## config.mk

```make
export PLATFORM = sky130hd
export DESIGN_NAME = lpm_entry_ctrl
export DESIGN_NICKNAME = d
export VERILOG_FILES = /design/src/rtl/lpm_pkg.sv /design/src/rtl/lpm_resolver.sv /design/src/rtl/lpm_mode_fsm.sv /design/src/rtl/lpm_entry_ctrl.sv
export SDC_FILE = /design/constraint.sdc
export NUM_CORES = 1
export LEC_CHECK = 0
export BUFFER_PORTS_ARGS = -buffer_cell sky130_fd_sc_hd__buf_2
export CAP_MARGIN = 40
export CORE_AREA = 2 2 39 41
export DETAILED_ROUTE_END_ITERATION = 12
export DIE_AREA = 0 0 41 43
export PLACE_DENSITY_LB_ADDON = 0.12
export SETUP_SLACK_MARGIN = 0.4
export SLEW_MARGIN = 20
export SYNTH_ARGS = -nofsm -noshare
export SYNTH_HDL_FRONTEND = slang
export SYNTH_SLANG_ARGS = --single-unit
```

## constraint.sdc

```tcl
create_clock -name clk -period 1.77 [get_ports clk]
set_clock_uncertainty 0.15 [all_clocks]
set_input_delay 0 -clock clk [delete_from_list [all_inputs] [get_ports clk]]
set_output_delay 0 -clock clk [all_outputs]
set_load 0.1 [all_outputs]
```

## src/rtl/lpm_pkg.sv

```systemverilog
package lpm_pkg;

    localparam int MODE_W = 3;

    typedef enum logic [MODE_W-1:0] {
        M_RUN   = 3'd0,
        M_WAIT  = 3'd1,
        M_STOP  = 3'd2,
        M_STBY  = 3'd3,
        M_PPD   = 3'd4
    } lpm_mode_t;

    typedef struct packed {
        logic wait_en;
        logic stop_en;
        logic irst_dis;
        logic lp_req;
        logic ppd_ctl;
        logic dbg_stop;
        logic bus_slow;
    } lpm_cfg_t;

    typedef struct packed {
        lpm_mode_t target;
        logic      illegal;
        logic      conflict;
        logic      stby_ok;
    } lpm_decision_t;

    typedef struct packed {
        logic reg_stby;
        logic logic_gate;
    } lpm_power_t;

    function automatic lpm_power_t power_of(lpm_mode_t m);
        lpm_power_t p;
        p.reg_stby   = (m == M_STBY) || (m == M_PPD);
        p.logic_gate = (m == M_PPD);
        return p;
    endfunction

endpackage

```

## src/rtl/lpm_resolver.sv

```systemverilog
module lpm_resolver
    import lpm_pkg::*;
(
    input  lpm_cfg_t      cfg,
    output lpm_decision_t dec
);

    logic conflict;
    logic stby_allowed;
    logic ppd_allowed;

    always_comb begin
        conflict     = cfg.lp_req && cfg.ppd_ctl;
        stby_allowed = cfg.lp_req && !cfg.ppd_ctl && !cfg.dbg_stop && cfg.bus_slow;
        ppd_allowed  = cfg.ppd_ctl && !cfg.lp_req && !cfg.dbg_stop;

        dec.conflict = conflict;
        dec.stby_ok  = stby_allowed;
        dec.illegal  = !cfg.wait_en && !cfg.stop_en;

        if (cfg.wait_en) begin
            dec.target = M_WAIT;
        end else if (cfg.stop_en) begin
            if (ppd_allowed) begin
                dec.target = M_PPD;
            end else if (stby_allowed) begin
                dec.target = M_STBY;
            end else begin
                dec.target = M_STOP;
            end
        end else begin
            dec.target = M_RUN;
        end
    end

endmodule

```

## src/rtl/lpm_mode_fsm.sv

```systemverilog
module lpm_mode_fsm
    import lpm_pkg::*;
(
    input  logic          clk,
    input  logic          rst,
    input  logic          stop_exec,
    input  logic          wake,
    input  lpm_cfg_t      cfg,
    input  lpm_decision_t dec,
    output lpm_mode_t     mode,
    output logic          rst_req,
    output logic          ill_exc,
    output logic          cfg_err
);

    lpm_mode_t mode_q, mode_d;
    logic      lp_q;
    logic      lp_rise;
    logic      rst_d, exc_d;

    always_comb begin
        lp_rise = cfg.lp_req && !lp_q;
        mode_d  = mode_q;
        rst_d   = 1'b0;
        exc_d   = 1'b0;
        if (mode_q == M_RUN) begin
            if (stop_exec) begin
                if (dec.illegal) begin
                    rst_d = !cfg.irst_dis;
                    exc_d = cfg.irst_dis;
                end else begin
                    mode_d = dec.target;
                end
            end else if (lp_rise && dec.stby_ok) begin
                mode_d = M_STBY;
            end
        end else if (wake) begin
            mode_d = M_RUN;
        end
    end

    always_ff @(posedge clk) begin
        if (rst) begin
            mode_q  <= M_RUN;
            lp_q    <= 1'b0;
            rst_req <= 1'b0;
            ill_exc <= 1'b0;
            cfg_err <= 1'b0;
        end else begin
            mode_q  <= mode_d;
            lp_q    <= cfg.lp_req;
            rst_req <= rst_d;
            ill_exc <= exc_d;
            cfg_err <= cfg_err || dec.conflict;
        end
    end

    assign mode = mode_q;

    p_wait_first_r2: assert property (@(posedge clk) disable iff (rst)
        (mode_q == M_RUN && stop_exec && cfg.wait_en) |=> (mode_q == M_WAIT));

    p_conflict_plain_r9: assert property (@(posedge clk) disable iff (rst)
        (mode_q == M_RUN && stop_exec && !cfg.wait_en && cfg.stop_en
         && cfg.lp_req && cfg.ppd_ctl) |=> (mode_q == M_STOP));

    p_no_lowpower_in_debug_r6: assert property (@(posedge clk) disable iff (rst)
        (mode_q == M_RUN && stop_exec && cfg.dbg_stop)
        |=> (mode_q != M_STBY && mode_q != M_PPD));

    p_pulse_single_r7: assert property (@(posedge clk) disable iff (rst)
        (rst_req || ill_exc) |=> (!rst_req && !ill_exc));

    p_pulse_exclusive_r7: assert property (@(posedge clk) disable iff (rst)
        $onehot0({rst_req, ill_exc}));

    p_err_sticky_r9: assert property (@(posedge clk) disable iff (rst)
        cfg_err |=> cfg_err);

    p_hold_lowpower_r11: assert property (@(posedge clk) disable iff (rst)
        (mode_q != M_RUN && !wake) |=> $stable(mode_q));

    p_wake_returns_r11: assert property (@(posedge clk) disable iff (rst)
        (mode_q != M_RUN && wake) |=> (mode_q == M_RUN));

endmodule

```

## src/rtl/lpm_entry_ctrl.sv

```systemverilog
module lpm_entry_ctrl
    import lpm_pkg::*;
(
    input  logic              clk,
    input  logic              rst,
    input  logic              stop_exec,
    input  logic              cfg_wait_en,
    input  logic              cfg_stop_en,
    input  logic              cfg_irst_dis,
    input  logic              cfg_lp_req,
    input  logic              cfg_ppd_ctl,
    input  logic              cfg_dbg_stop,
    input  logic              bus_slow,
    input  logic              wake,
    output logic [MODE_W-1:0] mode_o,
    output logic              reg_stby_o,
    output logic              logic_gate_o,
    output logic              rst_req_o,
    output logic              ill_exc_o,
    output logic              cfg_err_o
);

    lpm_cfg_t      cfg;
    lpm_decision_t dec;
    lpm_mode_t     mode;
    lpm_power_t    pwr;

    assign cfg = '{wait_en:  cfg_wait_en,
                   stop_en:  cfg_stop_en,
                   irst_dis: cfg_irst_dis,
                   lp_req:   cfg_lp_req,
                   ppd_ctl:  cfg_ppd_ctl,
                   dbg_stop: cfg_dbg_stop,
                   bus_slow: bus_slow};

    lpm_resolver u_resolver (
        .cfg (cfg),
        .dec (dec)
    );

    lpm_mode_fsm u_fsm (
        .clk       (clk),
        .rst       (rst),
        .stop_exec (stop_exec),
        .wake      (wake),
        .cfg       (cfg),
        .dec       (dec),
        .mode      (mode),
        .rst_req   (rst_req_o),
        .ill_exc   (ill_exc_o),
        .cfg_err   (cfg_err_o)
    );

    assign pwr          = power_of(mode);
    assign mode_o       = mode;
    assign reg_stby_o   = pwr.reg_stby;
    assign logic_gate_o = pwr.logic_gate;

    p_gate_implies_stby_r10: assert property (@(posedge clk) disable iff (rst)
        logic_gate_o |-> reg_stby_o);

    p_stby_needs_slow_r4: assert property (@(posedge clk) disable iff (rst)
        ($past(mode_o) == 3'd0 && mode_o == 3'd3) |-> $past(bus_slow && !cfg_dbg_stop));

endmodule

```

==> results.tsv, run 1 <==
metric	value	unit
status	complete, but fails checks	
violations	hold timing	
period_needed	1.641	ns
rows	14	
fill_cells	140	
syn_nets	44	
port_buffers	18	
syn-cell-area	320.3	um^2
yosysMostFrequentCell	dfxtp_1	
cap_violations	0	
cp_max_fo	3	
area_delta_synth_final	104.3	%
synthMuxAreaShare	0	
clock_latency	0.25	ns
diodes	0	
die_x	41	um
fmax	0.6093	GHz
leakage	0.0002884	uW
worstPathRequired	1.80	ns
whs	-0.1619	ns
cts.clk_slew.worst_paths	0.06	ns
hold_viol_final	3	
yosysWarnings	0	
final_util	0.4729	
netlist.area_leader.share	0.4375	
cts_tree	yes	
timing_worst_slew_pin_value	0.4856	ns
clk_path_buf_depth	2	
grtUsageTotal	0.1205	
fin_crit_sh	0.9272	
rsz0062_at_grt	true	
cts_num_sinks	7	
ys_ff_latch	7	
maxSlewHeadroom	0.6785	
fp.dieH	43	um
synthAdderAreaFrac	0	
ir_drop	0.4204	mV
num_vias	368	
dp_cells	67	
post_route_cells_drive_above_1_share	0.5909	
antenna_found_initial	0	
synth-simple-area-share	0.3906	
antenna_left	0	
hold_path_class	primary input to flop	
pin_count	19	
synth.largest_area_cell	dfxtp_1	
fin_cells	82	
place_congestion	0.7245	
synthDistinctLibCells	22	
die-area	1763	um^2
arrival	1.67	ns
hpwl	578.2	um
end_kind	flop	
crit_type	flop to flop	
synthArstFlopShare	0	
routed_wirelength	911	um
htreeDepth	1	
synth_compound_area_frac	0.1719	
setup_viol	0	
grt_overflow	0	
synth_top_family_by_area	simple AND/OR/NAND/NOR gates	
cts_inserted_buffers	3	
slew_viol_final	0	
drtPass1Iterations	2	
synth-edff-count	0	
ys_seq_area_frac	0.4375	
drc	0	
powerDensity	665.4	nW/um^2
coreArea	1384	um^2
drt_iter0_markers	2	
grt_pass1_wl	1386	um
viasPerCell	4.488	
initial_core_util	0.2315	
syn_inst	33	
synth_ff_type	dfxtp_1	
p_total	435.4	uW
wl_per_cell	11.11	um
first_global_vias	338	
cts_root_buf	clkbuf_4	
final_nets	78	
start_kind	flop	
synth.avg_cell_area	9.706	um^2
grt_max_degree	6	
synth.area.top_cells	dfxtp_1 44%, nor3b_1 4.7%, or4b_4 4.3%, nor3b_2 3.9%, nand2_1 3.5%	
synth_commonest_cells	7 x dfxtp_1, 3 x nand2_1, 3 x nor2_1	
synth-xor-area-share	0	
## cell families after synthesis
logic type       after synthesis
AND/OR/NAND/NOR               18
flip-flops                     7
AO/OA/AOI/OAI                  8
## layer usage
layer	up-vias	GRT usage	wire length, um
li1	188	-	-
met1	166	0.1222	373
met2	14	0.2094	480
met3	0	0.03141	57
met4	0	0.06000	0
met5	-	0	0
## path summary, 6_finish.rpt
kind	cells after the start	endpoint	startpoint	slack [ns]
worst max-delay path	3	u_fsm.ill_exc$_SDFF_PP0_	u_fsm.mode[1]$_SDFFE_PP0P_	0.13
worst min-delay path	2	u_fsm.rst_req$_SDFF_PP0_	cfg_stop_en	-0.16
worst max register to register	3	u_fsm.ill_exc$_SDFF_PP0_	u_fsm.mode[1]$_SDFFE_PP0P_	0.13
worst min register to register	2	u_fsm.cfg_err$_SDFF_PP0_	u_fsm.cfg_err$_SDFF_PP0_	0.33
## where the power goes
part / switching [uW] / internal (uW) / total (uW)
Sequential: 3.22 / 161 / 165
Clock: 62.2 / 86.3 / 148
Combinational: 73.2 / 49.1 / 122
## through the flow
step	area (um^2)	setup slack (ns)	setup TNS [ns]
2_1_floorplan	354.1	-0.3276	-0.3276
3_3_place_gp	464.2	0.1288	0
4_1_cts	601.8	0.1299	0
3_5_place_dp	464.2	0.1183	0
5_1_grt	654.4	0.09386	0
6_report	654.4	0.1288	0
## what timing repair did
action / in CTS / in global routing
pin swaps: 3 / 3
buffers inserted: 2 / 2
hold buffers: 7 / 1
resized for setup: 7 / 9
hold endpoints to repair: 7 / 4
endpoints found under the setup margin: 5 / 7
## cell usage in the layout, fill, tap and decap left out
| master | synthesis | layout |
|---|---|---|
| buf_2 | 0 | 16 |
| dlygate4sd3_1 | 0 | 6 |
| dfxtp_1 | 7 | 4 |
| nand2_1 | 3 | 3 |
| nor2_1 | 3 | 3 |
| clkbuf_4 | 0 | 3 |
| buf_4 | 0 | 3 |
| dfxtp_4 | 0 | 3 |
| nor3b_2 | 1 | 2 |
| o21ai_1 | 1 | 2 |
| buf_12 | 0 | 2 |
| nor3b_4 | 0 | 1 |
| o21bai_4 | 0 | 1 |
| nor2b_1 | 1 | 1 |
| or3_4 | 1 | 1 |
| or4b_4 | 1 | 1 |
| a21oi_1 | 1 | 1 |
| nor3_2 | 0 | 1 |
| nand2b_1 | 1 | 1 |
| and2_1 | 1 | 1 |
| nor4bb_2 | 0 | 1 |
| a21boi_0 | 1 | 1 |
| a221oi_2 | 0 | 1 |
| nand3b_1 | 1 | 1 |
| a2bb2oi_1 | 1 | 1 |
| or3b_2 | 1 | 1 |
| o31ai_2 | 0 | 1 |
| clkbuf_1 | 0 | 1 |
| dlymetal6s4s_1 | 0 | 1 |
| buf_6 | 0 | 1 |
## cell type report
cell class	instances	area (um^2)	share of cell area
tap	16	20.02	0.03059
clock buffer	4	26.28	0.04015
multi-input combinational	26	230.2	0.3518
sequential	7	151.4	0.2314
timing repair buffer	29	226.5	0.3461
## worst max-delay path, stage by stage, from the launching register on
cell and delay [ns]:
dfxtp_4 0.34, or3_4 0.39, or4b_4 0.51, nor3b_2 0.18
## flip-flops by register name, summed over array words and instances, names as in the netlist
name / cells
u_fsm.rst_req: 1
u_fsm.mode: 3
u_fsm.cfg_err: 1
u_fsm.ill_exc: 1
u_fsm.lp_q: 1
No activity file was read; power rests on OpenSTA's default activity.
==> inputs of run 2 (changes only) <==
PLACE_DENSITY = 0.47   (was not set)
PLACE_DENSITY_LB_ADDON = not set   (was 0.12)
==> run 2 against run 1 <==
The run still ends with hold timing left. Register-to-register slack improved by 0.03 ns. Sequential share of layout area fell by 0.73 points. Sequential power barely moved. Core utilization rose by 1.5 points. Die area did not move. Power barely moved. Routed wire length fell by 8.3%. Combinational power rose by 3%. Cell count rose by 2.4%. Sequential cell count did not move. Highest routed layer is now met4.
==> results.tsv, run 2 (synthesis gave the netlist of run 1 again) <==
metric	value	unit	change
first_global_vias	305		was 338
area_delta_synth_final	110.9	%	was 104.3%
final_common_cell	buf_2		unchanged
slowest_stage	or4b_4		unchanged
end_kind	flop		unchanged
grt_pass1_wl	1255	um	was 1386 um
die_x	41	um	unchanged
pin_count	19		unchanged
routed_wirelength	835	um	was 911 um
place_congestion	0.7296		was 0.7245
viasPerCell	4.595		was 4.488
diodes	0		unchanged
grt_overflow	0		unchanged
initial_core_util	0.2315		unchanged
cts_num_sinks	7		unchanged
antenna_found_initial	0		unchanged
post_route_cells_drive_above_1_share	0.6029		was 0.5909
dpl_cell_area	464.2	um^2	unchanged
final_cell_mix	15 x buf_2, 8 x dlygate4sd3_1, 4 x clkbuf_4, 4 x buf_4, 4 x dfxtp_1		was 16 x buf_2, 6 x dlygate4sd3_1, 4 x dfxtp_1
crit_chain	or3_4 > or4b_4 > nor3b_2		unchanged
rsz0062_at_grt	true		unchanged
antenna_left	0		unchanged
start_kind	flop		unchanged
leakage	0.0002920	uW	was 0.0002884 uW
drt_iter0_markers	5		was 2
num_vias	386		was 368
fp.dieH	43	um	unchanged
drtPass1Iterations	4		was 2
arrival	1.64	ns	was 1.67 ns
cp_max_fo	3		unchanged
htreeDepth	1		unchanged
rows	14		unchanged
cts.clk_slew.worst_paths	0.06	ns	about the same
fmax	0.6225	GHz	was 0.6093 GHz
fin_cells	84		was 82
fin_setup_tns	0	ns	unchanged
die-area	1763	um^2	unchanged
setup_viol	0		unchanged
timing_worst_slew_pin_value	0.4831	ns	was 0.4856 ns
violations	hold timing		unchanged
clock_latency	0.25	ns	about the same
grtUsageTotal	0.1102		was 0.1205
fin_crit_sh	0.9076		was 0.9272
whs	-0.03706	ns	was -0.1619 ns
max_stage_delay	0.52	ns	was 0.51 ns
cap_violations	0		unchanged
ir_drop	0.2877	mV	was 0.4204 mV
powerDensity	644.6	nW/um^2	was 665.4 nW/um^2
coreArea	1384	um^2	unchanged
final_nets	80		was 78
crit_buf_inv	0		unchanged
path_delay_family	simple AND/OR/NAND/NOR gates		unchanged
fin_area	675.6	um^2	was 654.4 um^2
hold_path_class	primary input to flop		unchanged
maxSlewHeadroom	0.6802		was 0.6785
grt_max_degree	8		was 6
slew_viol_final	0		unchanged
hold_viol_final	1		was 3
cts_inserted_buffers	3		unchanged
wl_per_cell	9.940	um	was 11.11 um
crit_type	flop to flop		unchanged
worstPathRequired	1.80	ns	about the same
fill_cells	133		was 140
dp_cells	67		unchanged
p_total	435.5	uW	was 435.4 uW
period_needed	1.606	ns	was 1.641 ns
drc	0		unchanged
cts_root_buf	clkbuf_4		unchanged
status	complete, but fails checks		unchanged
clk_path_buf_depth	2		unchanged
cts_tree	yes		unchanged
port_buffers	18		unchanged
largest_reg_flops	3		unchanged
-- run 2: cell count changes in the layout (fill, tap and decap cells not counted), sizes merged --
cell          previous run  this run
dlygate4sd3              6         8
clkbuf                   4         5
dlymetal6s4s             1         0
-- run 2: what timing repair did --
item | in CTS | in global routing
cloned | 0 | 0
gates resized for setup | 7 | 10
hold endpoints to repair | 7 | 2
pin swaps | 5 | 4
hold buffers | 8 | 1
buffers inserted | 5 | 0
endpoints found under the setup margin | 5 | 8
-- run 2: area by class of cell --
type,count,area [um^2],share of cell area
Timing Repair Buffer,31,244.0,0.3611
Sequential cell,7,151.4,0.2241
Clock buffer,4,26.28,0.03889
Tap cell,16,20.02,0.02963
Multi-Input combinational cell,26,234.0,0.3463
-- run 2: layer usage --
metal	up-vias	track usage	wire length, um
met2	17	0.1344	394
met1	172	0.1470	363
met4	0	0.08000	11
li1	195	-	-
met5	-	0	0
met3	2	0.04712	65
-- run 2: worst min-delay path: cells and delay by family --
kind,cells,cell delay [ns]
AOI/OAI and AO/OA,2,0.16
buffers and inverters,1,0.10
and+or+nand+nor,1,0.05
-- run 2: path summary, 6_finish.rpt --
check,startpoint,slack [ns],cells past startpoint,end
min reg2reg,u_fsm.mode[2]$_SDFFE_PP0P_,0.36,2,u_fsm.mode[2]$_SDFFE_PP0P_
min,cfg_ppd_ctl,-0.04,4,u_fsm.mode[0]$_SDFFE_PP0P_
max,u_fsm.mode[0]$_SDFFE_PP0P_,0.16,3,u_fsm.ill_exc$_SDFF_PP0_
max reg2reg,u_fsm.mode[0]$_SDFFE_PP0P_,0.16,3,u_fsm.ill_exc$_SDFF_PP0_
-- run 2: through the flow --
step           setup slack (ns)    util
4_1_cts                  0.1234  0.4575
3_5_place_dp             0.1324  0.3354
6_report                 0.1636  0.4882
5_1_grt                  0.1157  0.4882
2_1_floorplan           -0.3276       -
3_3_place_gp             0.1371  0.3354
-- run 2: power breakdown --
part	leakage, uW	total, uW	internal, uW	switching [uW]
Sequential	0.0000595	165	162	3.21
Combinational	0.000218	126	52.7	73.1
Clock	0.0000150	145	86.0	58.9
Total	0.000292	436	300	135
==> inputs of run 3 (changes only) <==
SETUP_SLACK_MARGIN = not set   (was 0.4)
==> run 3 against run 2 <==
The run now ends clean. Global-route usage rose by 1.4 points. Non-clock buffer count fell by 3. Clock-buffer cell count did not move. Setup slack got worse by 0.050 ns. Sequential cell count did not move. Register-to-register slack got worse by 0.05 ns. Combinational power fell by 16%. Power fell by 2.4%.
==> results.tsv, run 3 (synthesis gave the netlist of run 1 again) <==
metric	value	unit	change
grt_max_degree	8		unchanged
viasPerCell	4.593		was 4.595
rsz0062_at_grt	false		was true
crit_chain	or3_4 > or4b_4 > nor3b_2		unchanged
setup_viol	0		unchanged
worstPathRequired	1.81	ns	was 1.80 ns
hold_path_class	primary input to flop		unchanged
clock_latency	0.26	ns	was 0.25 ns
place_congestion	0.7195		was 0.7296
wl_per_cell	10.21	um	was 9.940 um
p_sw	135.3	uW	was 135.2 uW
die-area	1763	um^2	unchanged
grt_overflow	0		unchanged
htreeDepth	1		unchanged
end_kind	flop		unchanged
fp.dieH	43	um	unchanged
maxSlewHeadroom	0.6795		was 0.6802
period_needed	1.657	ns	was 1.606 ns
power.clock.fraction	0.356		was 0.333
hold_viol_final	0		was 1
drtPass1Iterations	2		was 4
die_x	41	um	unchanged
first_global_vias	347		was 305
fin_crit_sh	0.9359		was 0.9076
initial_core_util	0.2315		unchanged
cts.repair.resized	0		was 7
fmax	0.6037	GHz	was 0.6225 GHz
fin_cells	81		was 84
cts_tree	yes		unchanged
fin_area	590.6	um^2	was 675.6 um^2
multi_input_area	202.7	um^2	was 234.0 um^2
start_kind	flop		unchanged
whs	0.01316	ns	was -0.03706 ns
largest_reg_flops	3		unchanged
final_nets	77		was 80
max_stage_delay	0.51	ns	was 0.52 ns
seq_area	151.4	um^2	unchanged
area_delta_synth_final	84.37	%	was 110.9%
post_route_cells_drive_above_1_share	0.4615		was 0.6029
grt_pass1_wl	1352	um	was 1255 um
fill_cells	147		was 133
dp_cells	67		unchanged
leakage	0.0002607	uW	was 0.0002920 uW
clk_path_buf_depth	2		unchanged
routed_wirelength	827	um	was 835 um
port_buffers	18		unchanged
hold_path_depth	3		was 4
power_frac_comb	0.250		was 0.289
cts_root_buf	clkbuf_4		unchanged
timing_worst_slew_pin_value	0.4841	ns	was 0.4831 ns
powerDensity	720.1	nW/um^2	was 644.6 nW/um^2
antenna_left	0		unchanged
final_cell_mix	18 x buf_2, 10 x dlygate4sd3_1, 4 x dfxtp_1		was 15 x buf_2, 8 x dlygate4sd3_1, 4 x clkbuf_4, 4 x buf_4, 4 x dfxtp_1
dpl_cell_area	464.2	um^2	unchanged
num_vias	372		was 386
cap_violations	0		unchanged
pin_count	19		unchanged
slowest_stage	or4b_4		unchanged
internal_power	289.9	uW	was 300.3 uW
cp_max_fo	5		was 3
drc	0		unchanged
grtUsageTotal	0.1246		was 0.1102
slew_viol_final	0		unchanged
drt_iter0_markers	3		was 5
cts_inserted_buffers	3		unchanged
status	finished, final reports clean		was complete, but fails checks
swShare	0.3182		was 0.3104
rrSetupSlack	0.11	ns	was 0.16 ns
cts.clk_slew.worst_paths	0.06	ns	about the same
cts_num_sinks	7		unchanged
arrival	1.69	ns	was 1.64 ns
antenna_found_initial	0		unchanged
p_total	425.3	uW	was 435.5 uW
final_common_cell	buf_2		unchanged
diodes	0		unchanged
ir_drop	0.3175	mV	was 0.2877 mV
rows	14		unchanged
r2r_cells	3		unchanged
sequentialPowerShare	0.394		was 0.378
coreArea	1384	um^2	unchanged
crit_type	flop to flop		unchanged
run 3: changes by cell type in the layout (fill, tap and decap cells not counted), moves of 2 or more:
| cell | change |
|---|---|
| buf_4 | -4 |
| buf_2 | +3 |
| buf_12 | -2 |
| dlygate4sd3_1 | +2 |
run 3: repair_timing:
item | 4_1_cts | 5_1_grt
hold buffers | 10 | 0
endpoints found under the hold margin | 7 | 0
setup buffers | 0 | 0
run 3: final cells by class:
cell class,instances,area share
clock buffers,4,0.04449
well taps,16,0.03390
repair buffers,28,0.3220
flip-flops and latches,7,0.2564
multi-input cells,26,0.3432
run 3: path summary, 6_finish.rpt:
check,to,from
max,u_fsm.ill_exc$_SDFF_PP0_,u_fsm.mode[1]$_SDFFE_PP0P_
min,u_fsm.ill_exc$_SDFF_PP0_,stop_exec
max reg2reg,u_fsm.ill_exc$_SDFF_PP0_,u_fsm.mode[1]$_SDFFE_PP0P_
min reg2reg,u_fsm.mode[2]$_SDFFE_PP0P_,u_fsm.mode[2]$_SDFFE_PP0P_
run 3: power by group through the flow:
| stage | registers (uW) | logic, uW | clock network, uW |
|---|---|---|---|
| finish | 168 | 106 | 152 |
| global route | 169 | 113 | 172 |
| CTS | 168 | 107 | 159 |
| detailed placement | 171 | 89.3 | 0 |
| global placement | 171 | 89.2 | 0 |
| floorplan | 208 | 26.3 | 0 |
run 3: routing by layer:
metal,global-route usage,vias to the layer above,routed length [um]
li1,-,189,-
met1,0.1323,164,361
met2,0.1750,17,371
met3,0.09424,2,82
met4,0.06000,0,11
met5,0,-,0
run 3: per-stage QoR:
stage               setup WS, ns    util  setup TNS [ns]
finish                    0.1134  0.4268               0
floorplan                -0.3276       -         -0.3276
CTS                       0.1072  0.4268               0
global route             0.03967  0.4268               0
detailed placement        0.1209  0.3354               0
global placement          0.1427  0.3354               0
run 3: worst max-delay path, delay by kind of cell (launching register included):
kind / cells / cell delay (ns)
flip-flops: 1 / 0.36
AND/OR/NAND/NOR: 3 / 1.09
